--- src/rtl/acq_seq_pkg.sv ---
package acq_seq_pkg;

  typedef enum logic [1:0] {
    S_IDLE   = 2'd0,
    S_WIDE   = 2'd1,
    S_MED    = 2'd2,
    S_NARROW = 2'd3
  } seqState_t;

  typedef enum logic [1:0] {
    BW_NARROW = 2'b00,
    BW_MED    = 2'b01,
    BW_WIDE   = 2'b10
  } pllBw_t;

  typedef struct packed {
    logic clrWide;
    logic incWide;
    logic clrMed;
    logic incMed;
  } cntStrobe_t;

endpackage

--- src/rtl/acq_seq_count.sv ---
module acq_seq_count
  import acq_seq_pkg::*;
#(
  parameter int MIN_ACQ  = 16,
  parameter int MED_BITS = 30
) (
  input  logic       clk,
  input  logic       rstN,
  input  cntStrobe_t strobe,
  output logic       wideShort,
  output logic       medLast
);

  localparam int WideW = $clog2(MIN_ACQ + 1);
  localparam int MedW  = (MED_BITS > 1) ? $clog2(MED_BITS) : 1;
  localparam logic [WideW-1:0] WideSat  = WideW'(MIN_ACQ);
  localparam logic [MedW-1:0]  MedFinal = MedW'(MED_BITS - 1);

  logic [WideW-1:0] wideCnt;
  logic [MedW-1:0]  medCnt;

  // Wide-phase tick counter, saturating at the threshold
  always_ff @(posedge clk or negedge rstN) begin
    if (!rstN) begin
      wideCnt <= '0;
    end else if (strobe.clrWide) begin
      wideCnt <= '0;
    end else if (strobe.incWide && (wideCnt != WideSat)) begin
      wideCnt <= wideCnt + 1'b1;
    end
  end

  // Medium-phase tick counter
  always_ff @(posedge clk or negedge rstN) begin
    if (!rstN) begin
      medCnt <= '0;
    end else if (strobe.clrMed) begin
      medCnt <= '0;
    end else if (strobe.incMed) begin
      medCnt <= medCnt + 1'b1;
    end
  end

  assign wideShort = (wideCnt < WideSat);
  assign medLast   = (medCnt == MedFinal);

  p_med_bound_r3: assert property (@(posedge clk) disable iff (!rstN)
    medCnt <= MedFinal);

  p_wide_bound_r4: assert property (@(posedge clk) disable iff (!rstN)
    wideCnt <= WideSat);

  p_inc_stops_at_last_r3: assert property (@(posedge clk) disable iff (!rstN)
    strobe.incMed |-> !medLast);

endmodule

--- src/rtl/acq_seq_ctrl.sv ---
module acq_seq_ctrl
  import acq_seq_pkg::*;
(
  input  logic       clk,
  input  logic       rstN,
  input  logic       rxPowerSave,
  input  logic       acqReq,
  input  logic       holdReq,
  input  logic       bitTick,
  input  logic       wideShort,
  input  logic       medLast,
  output cntStrobe_t strobe,
  output logic       rxActive,
  output logic       peakFast,
  output logic [1:0] pllBw,
  output logic       pllFreeze,
  output logic       acqShortWarn
);

  seqState_t stateQ, stateD;
  logic      freezeQ, freezeD;
  logic      warnQ, warnD;

  always_comb begin
    stateD = stateQ;
    strobe = '0;
    if (rxPowerSave) begin
      stateD         = S_IDLE;
      strobe.clrWide = 1'b1;
      strobe.clrMed  = 1'b1;
    end else begin
      unique case (stateQ)
        S_IDLE: begin
          stateD         = acqReq ? S_WIDE : S_NARROW;
          strobe.clrWide = 1'b1;
          strobe.clrMed  = 1'b1;
        end
        S_WIDE: begin
          if (acqReq) begin
            strobe.incWide = bitTick;
          end else begin
            stateD        = S_MED;
            strobe.clrMed = 1'b1;
          end
        end
        S_MED: begin
          if (acqReq) begin
            stateD         = S_WIDE;
            strobe.clrWide = 1'b1;
          end else if (bitTick && !holdReq) begin
            if (medLast) begin
              stateD = S_NARROW;
            end else begin
              strobe.incMed = 1'b1;
            end
          end
        end
        S_NARROW: begin
          if (acqReq) begin
            stateD         = S_WIDE;
            strobe.clrWide = 1'b1;
          end
        end
        default: stateD = S_IDLE;
      endcase
    end
  end

  assign freezeD = !rxPowerSave && holdReq && !acqReq;
  assign warnD   = !rxPowerSave && (stateQ == S_WIDE) && !acqReq && wideShort;

  always_ff @(posedge clk or negedge rstN) begin
    if (!rstN) begin
      stateQ  <= S_IDLE;
      freezeQ <= 1'b0;
      warnQ   <= 1'b0;
    end else begin
      stateQ  <= stateD;
      freezeQ <= freezeD;
      warnQ   <= warnD;
    end
  end

  always_comb begin
    unique case (stateQ)
      S_WIDE:  pllBw = BW_WIDE;
      S_MED:   pllBw = BW_MED;
      default: pllBw = BW_NARROW;
    endcase
  end

  assign rxActive     = (stateQ != S_IDLE);
  assign peakFast     = (stateQ == S_WIDE);
  assign pllFreeze    = freezeQ;
  assign acqShortWarn = warnQ;

  p_acq_wide_r1: assert property (@(posedge clk) disable iff (!rstN)
    (acqReq && !rxPowerSave) |=> (pllBw == BW_WIDE) && peakFast);

  p_fall_medium_r2: assert property (@(posedge clk) disable iff (!rstN)
    (stateQ == S_WIDE && !acqReq && !rxPowerSave) |=> (pllBw == BW_MED) && !peakFast);

  p_narrow_after_med_r3: assert property (@(posedge clk) disable iff (!rstN)
    (stateQ == S_NARROW && $past(stateQ) == S_MED) |-> $past(medLast && bitTick && !holdReq));

  p_warn_on_leave_r4: assert property (@(posedge clk) disable iff (!rstN)
    acqShortWarn |-> (stateQ == S_MED) && $past(stateQ) == S_WIDE);

  p_warn_single_r4: assert property (@(posedge clk) disable iff (!rstN)
    acqShortWarn |=> !acqShortWarn);

  p_hold_freeze_r5: assert property (@(posedge clk) disable iff (!rstN)
    (holdReq && !acqReq && !rxPowerSave) |=> pllFreeze);

  p_acq_overrides_hold_r6: assert property (@(posedge clk) disable iff (!rstN)
    acqReq |=> !pllFreeze);

  p_powersave_idle_r7: assert property (@(posedge clk) disable iff (!rstN)
    rxPowerSave |=> !rxActive && !pllFreeze && !acqShortWarn && (pllBw == BW_NARROW) && !peakFast);

endmodule

--- src/rtl/rx_acq_sequencer.sv ---
module rx_acq_sequencer
  import acq_seq_pkg::*;
#(
  parameter int MIN_ACQ  = 16,
  parameter int MED_BITS = 30
) (
  input  logic       clk,
  input  logic       rstN,
  input  logic       rxPowerSave,
  input  logic       acqReq,
  input  logic       holdReq,
  input  logic       bitTick,
  output logic       rxActive,
  output logic       peakFast,
  output logic [1:0] pllBw,
  output logic       pllFreeze,
  output logic       acqShortWarn
);

  cntStrobe_t strobe;
  logic       wideShort;
  logic       medLast;

  acq_seq_ctrl u_ctrl (
    .clk          (clk),
    .rstN         (rstN),
    .rxPowerSave  (rxPowerSave),
    .acqReq       (acqReq),
    .holdReq      (holdReq),
    .bitTick      (bitTick),
    .wideShort    (wideShort),
    .medLast      (medLast),
    .strobe       (strobe),
    .rxActive     (rxActive),
    .peakFast     (peakFast),
    .pllBw        (pllBw),
    .pllFreeze    (pllFreeze),
    .acqShortWarn (acqShortWarn)
  );

  acq_seq_count #(
    .MIN_ACQ  (MIN_ACQ),
    .MED_BITS (MED_BITS)
  ) u_count (
    .clk       (clk),
    .rstN      (rstN),
    .strobe    (strobe),
    .wideShort (wideShort),
    .medLast   (medLast)
  );

endmodule

--- config.mk ---
export PLATFORM = sky130hd
export DESIGN_NAME = rx_acq_sequencer
export DESIGN_NICKNAME = d
export VERILOG_FILES = /design/src/rtl/acq_seq_pkg.sv /design/src/rtl/acq_seq_count.sv /design/src/rtl/acq_seq_ctrl.sv /design/src/rtl/rx_acq_sequencer.sv
export SDC_FILE = /design/constraint.sdc
export NUM_CORES = 1
export LEC_CHECK = 0
export ABC_AREA = 1
export CORE_MARGIN = 5
export CORE_UTILIZATION = 48
export CTS_CLUSTER_SIZE = 8
export DETAILED_ROUTE_END_ITERATION = 7
export PLACE_DENSITY_LB_ADDON = 0.15
export SYNTH_ARGS = -nofsm -noshare
export SYNTH_HDL_FRONTEND = slang
export SYNTH_SLANG_ARGS = --single-unit
export TNS_END_PERCENT = 100
--- constraint.sdc ---
create_clock -name clk -period 1.45 [get_ports clk]
set_clock_uncertainty 0.2 [all_clocks]
set_input_delay 0.2175 -clock clk [delete_from_list [all_inputs] [get_ports clk]]
set_output_delay 0.2175 -clock clk [all_outputs]
set_load 0.02 [all_outputs]
==> summary.md <==
| Metric | Value |
|---|---|
| Status | `complete, but fails checks` |
| Failing checks | `negative setup slack` |
| Slowest stage cell, crit path | `dfrtp_2` |
| Worst Hold Class | `in -> async` |
| Final setup margin | `-0.1015 ns` |
| Routed WL | `3304 µm` |
| Share of layout cells above drive strength 1 | `0.5215` |
| Required time worst endpoint | `1.03 ns` |
| Top-count cell post-synth | `nand2_1` |
| Worst Tran Pin Value | `0.2926 ns` |
| Critical Path AT | `1.13 ns` |
| DR vias | `1,053` |
| Vias per cell | `5.601` |
| Minimum hold slack | `0.03585 ns` |
| Wire per inst | `17.57 µm` |
| Most used routing layer | `met2` |
| Die Area | `0.002875 mm²` |
| Asr flop ratio synth | `1.000` |
| Synth top area share | `0.3836` |
| Cell variety after synth | `19` |
| CP peak stage delay | `0.48 ns` |
| Startpoint Class | `register` |
| Max_cap viols | `0` |
| Sequential share of the synthesized area | `0.3836` |
| H-tree levels | `1` |
| Syn Nets | `136` |
| Yosys top cell by area | `dfrtp_1` |
| Overflow after GRT | `0` |
| Max_slew headroom | `0.8050` |
| Crit-path cells | `buf_6, nor2_4, buf_6` |
| Max Root-Sink Buffers | `2` |
| Grt met2 use | `0.3265` |
| Core Area | `0.001764 mm²` |
| Power, Total | `979.5 µW` |
| Final Hold Viols | `0` |
| Top cells by area, synth | `dfrtp_1, nand2_1, nand3_1` |
| Clock Tree Root | `clkbuf_4` |
| FF+latch count, synth | `14` |
| DP HPWL | `1620 µm` |
| Min cycle time layout | `1.552 ns` |
| RSZ-0062 raised after global routing | `yes` |
| RR Startpoint | `u_ctrl.stateQ[0]` |
| CP Capture Type | `output pin` |
| Final nets | `175` |
| DRT iter0 DRCs | `43` |
| Mean post-synth cell area | `7.249 µm²` |
| Non-filler instance count after layout | `188` |
| Peak VDD IR | `0.0005932 V` |
| Drt pass-1 iters | `5` |
| Initial antenna violation count | `0` |
| FF-to-FF End | `u_count.medCnt[4]` |
| Max Clk Rate | `644.5 MHz` |
| Fin crit share | `1.070` |
| Most frequent CP cell | `buf_6` |
| Leak | `0.0007161 µW` |
| Global Route Usage Sum | `0.1836` |
| Die span in x | `53.62 µm` |
| Primary FF master, synth | `dfrtp_1` |
| CTS Hold Bufs | `0` |
| Worst-path clk slew | `0.10 ns` |
| Worst Setup Path Type | `reg -> out` |
| Number of global-route vias before repair | `925` |
| First-pass GRT wire length | `3726 µm` |
| Synth warn | `0` |
| R2r setup slk | `-0.10 ns` |
| Largest net degree at the start of global routing | `15` |
| Final RePlAce weighted congestion | `0.9016` |
| Core Util, Final | `0.8475` |
| Initial Util | `0.5177` |
| Top cells by count, synth | `nand2_1, nand3_1, inv_1, nor2_1, dfrtp_1` |
| Pwr/cell area | `655.1 mW/mm²` |
| Final Slew Violations | `0` |
| Placed instance count | `174` |
| Sink Count | `14` |
| Critical-path maximum fanout | `4` |
| Storage cell area | `355.3 µm²` |
| # IOs | `12` |
| Worst reg-to-reg path cell count | `8` |
| Diode count | `0` |
| Post-Synthesis Cells | `126` |
| Filler cell count | `98` |
| Footprint of the multi-input gates | `688.2 µm²` |
| Met3 Usage GRT | `0.02493` |
| Number of flops mapped to enable cells by yosys | `0` |
| Cts bufs inserted | `3` |
| Clk_lat worst skew | `0.29 ns` |
| Die Span Y | `53.62 µm` |
| # setup viols final | `10` |
| CTS tree | `done` |
| Residual DRC count | `0` |
| GR Util met1 | `0.2062` |
| Site Rows | `15` |
| PortBufs | `11` |
| Area grow syn2layout | `63.70%` |
| Mapped Area | `913.4 µm²` |
| Detail Route Antenna Nets | `0` |
## stage by stage
stage	TNS (ns)	setup slack, ns	instance area (µm²)
5_1_grt	-1.354	-0.1648	1495
2_1_floorplan	0	0.003329	913.4
4_1_cts	-0.2163	-0.05827	1212
3_5_place_dp	-3.279	-0.2516	1147
3_3_place_gp	-3.018	-0.2313	1147
6_report	-0.6375	-0.1015	1495
## kinds of logic (layout without fill, tap and decap cells)
group	Yosys count	count (layout)	synth area share
simple gates	83	84	0.4233
flops	14	14	0.3836
buf+inv	20	56	0.08766
fa+ha+maj	4	4	0.05480
compound gates	3	3	0.03151
xor+xnor	2	2	0.01918
## worst max-delay path: cells and delay by family, from the launching register on
| family | cells | cell delay, ns |
|---|---|---|
| AND/OR/NAND/NOR | 1 | 0.09 |
| buffers and inverters | 2 | 0.27 |
| flip-flops | 1 | 0.48 |
## state kept, by name, summed over array words and instances (netlist names)
register and flops:
u_count.medCnt 5, u_count.wideCnt 5, u_ctrl.pllFreeze 1, u_ctrl.acqShortWarn 1
u_ctrl.stateQ 2
## layout by cell type, fill, tap and decap left out, types with 6 or more instances in the layout
cell type	synthesis	routed
inv_1	15	8
buf_6	0	12
nand3_1	17	8
nor2_4	1	8
nand4_1	6	6
inv_2	3	9
buf_4	1	16
nand2_1	36	26
nand3_2	2	9
dfrtp_1	14	10
nand2_2	0	6
nor2_1	15	7
## power breakdown
group | total [µW] | switching [µW] | internal (µW)
Sequential | 421 | 18.7 | 402
Combinational | 313 | 172 | 141
Clock | 245 | 149 | 96.4
Total | 980 | 340 | 640
## worst max-delay path by stage
stage / startpoint / to / slack [ns] / cells after the start
2_1_floorplan: u_ctrl.stateQ[0] / pllBw[1] / 0.003 / 3
3_3_place_gp: rxPowerSave / u_count.medCnt[2] / -0.23 / 7
3_5_place_dp: acqReq / u_count.wideCnt[0] / -0.25 / 8
4_1_cts: u_ctrl.stateQ[0] / pllBw[0] / -0.06 / 3
5_1_grt: u_ctrl.stateQ[1] / u_count.medCnt[4] / -0.16 / 8
6_report: u_ctrl.stateQ[0] / pllBw[0] / -0.10 / 3
## per-layer routing
metal / vias to the layer above / part of all wire
met2: 43 / 0.53
met4: 0 / 0.029
met3: 12 / 0.059
met1: 515 / 0.38
met5: - / 0
li1: 483 / -
## area by class of cell
| type | instances | area share |
|---|---|---|
| multi-input combinational | 93 | 0.4603 |
| sequential | 14 | 0.2377 |
| timing repair buffer | 35 | 0.2192 |
| inverter | 18 | 0.04686 |
| tap | 25 | 0.02092 |
| clock buffer | 3 | 0.01506 |
## what timing repair did
| item | CTS | global route |
|---|---|---|
| setup buffers | 2 | 9 |
| endpoints found under the setup margin | 15 | 15 |
| resized for setup | 35 | 62 |
| gates cloned | 0 | 1 |
| pin swaps | 3 | 15 |
No activity file was read; power rests on OpenSTA's default activity.
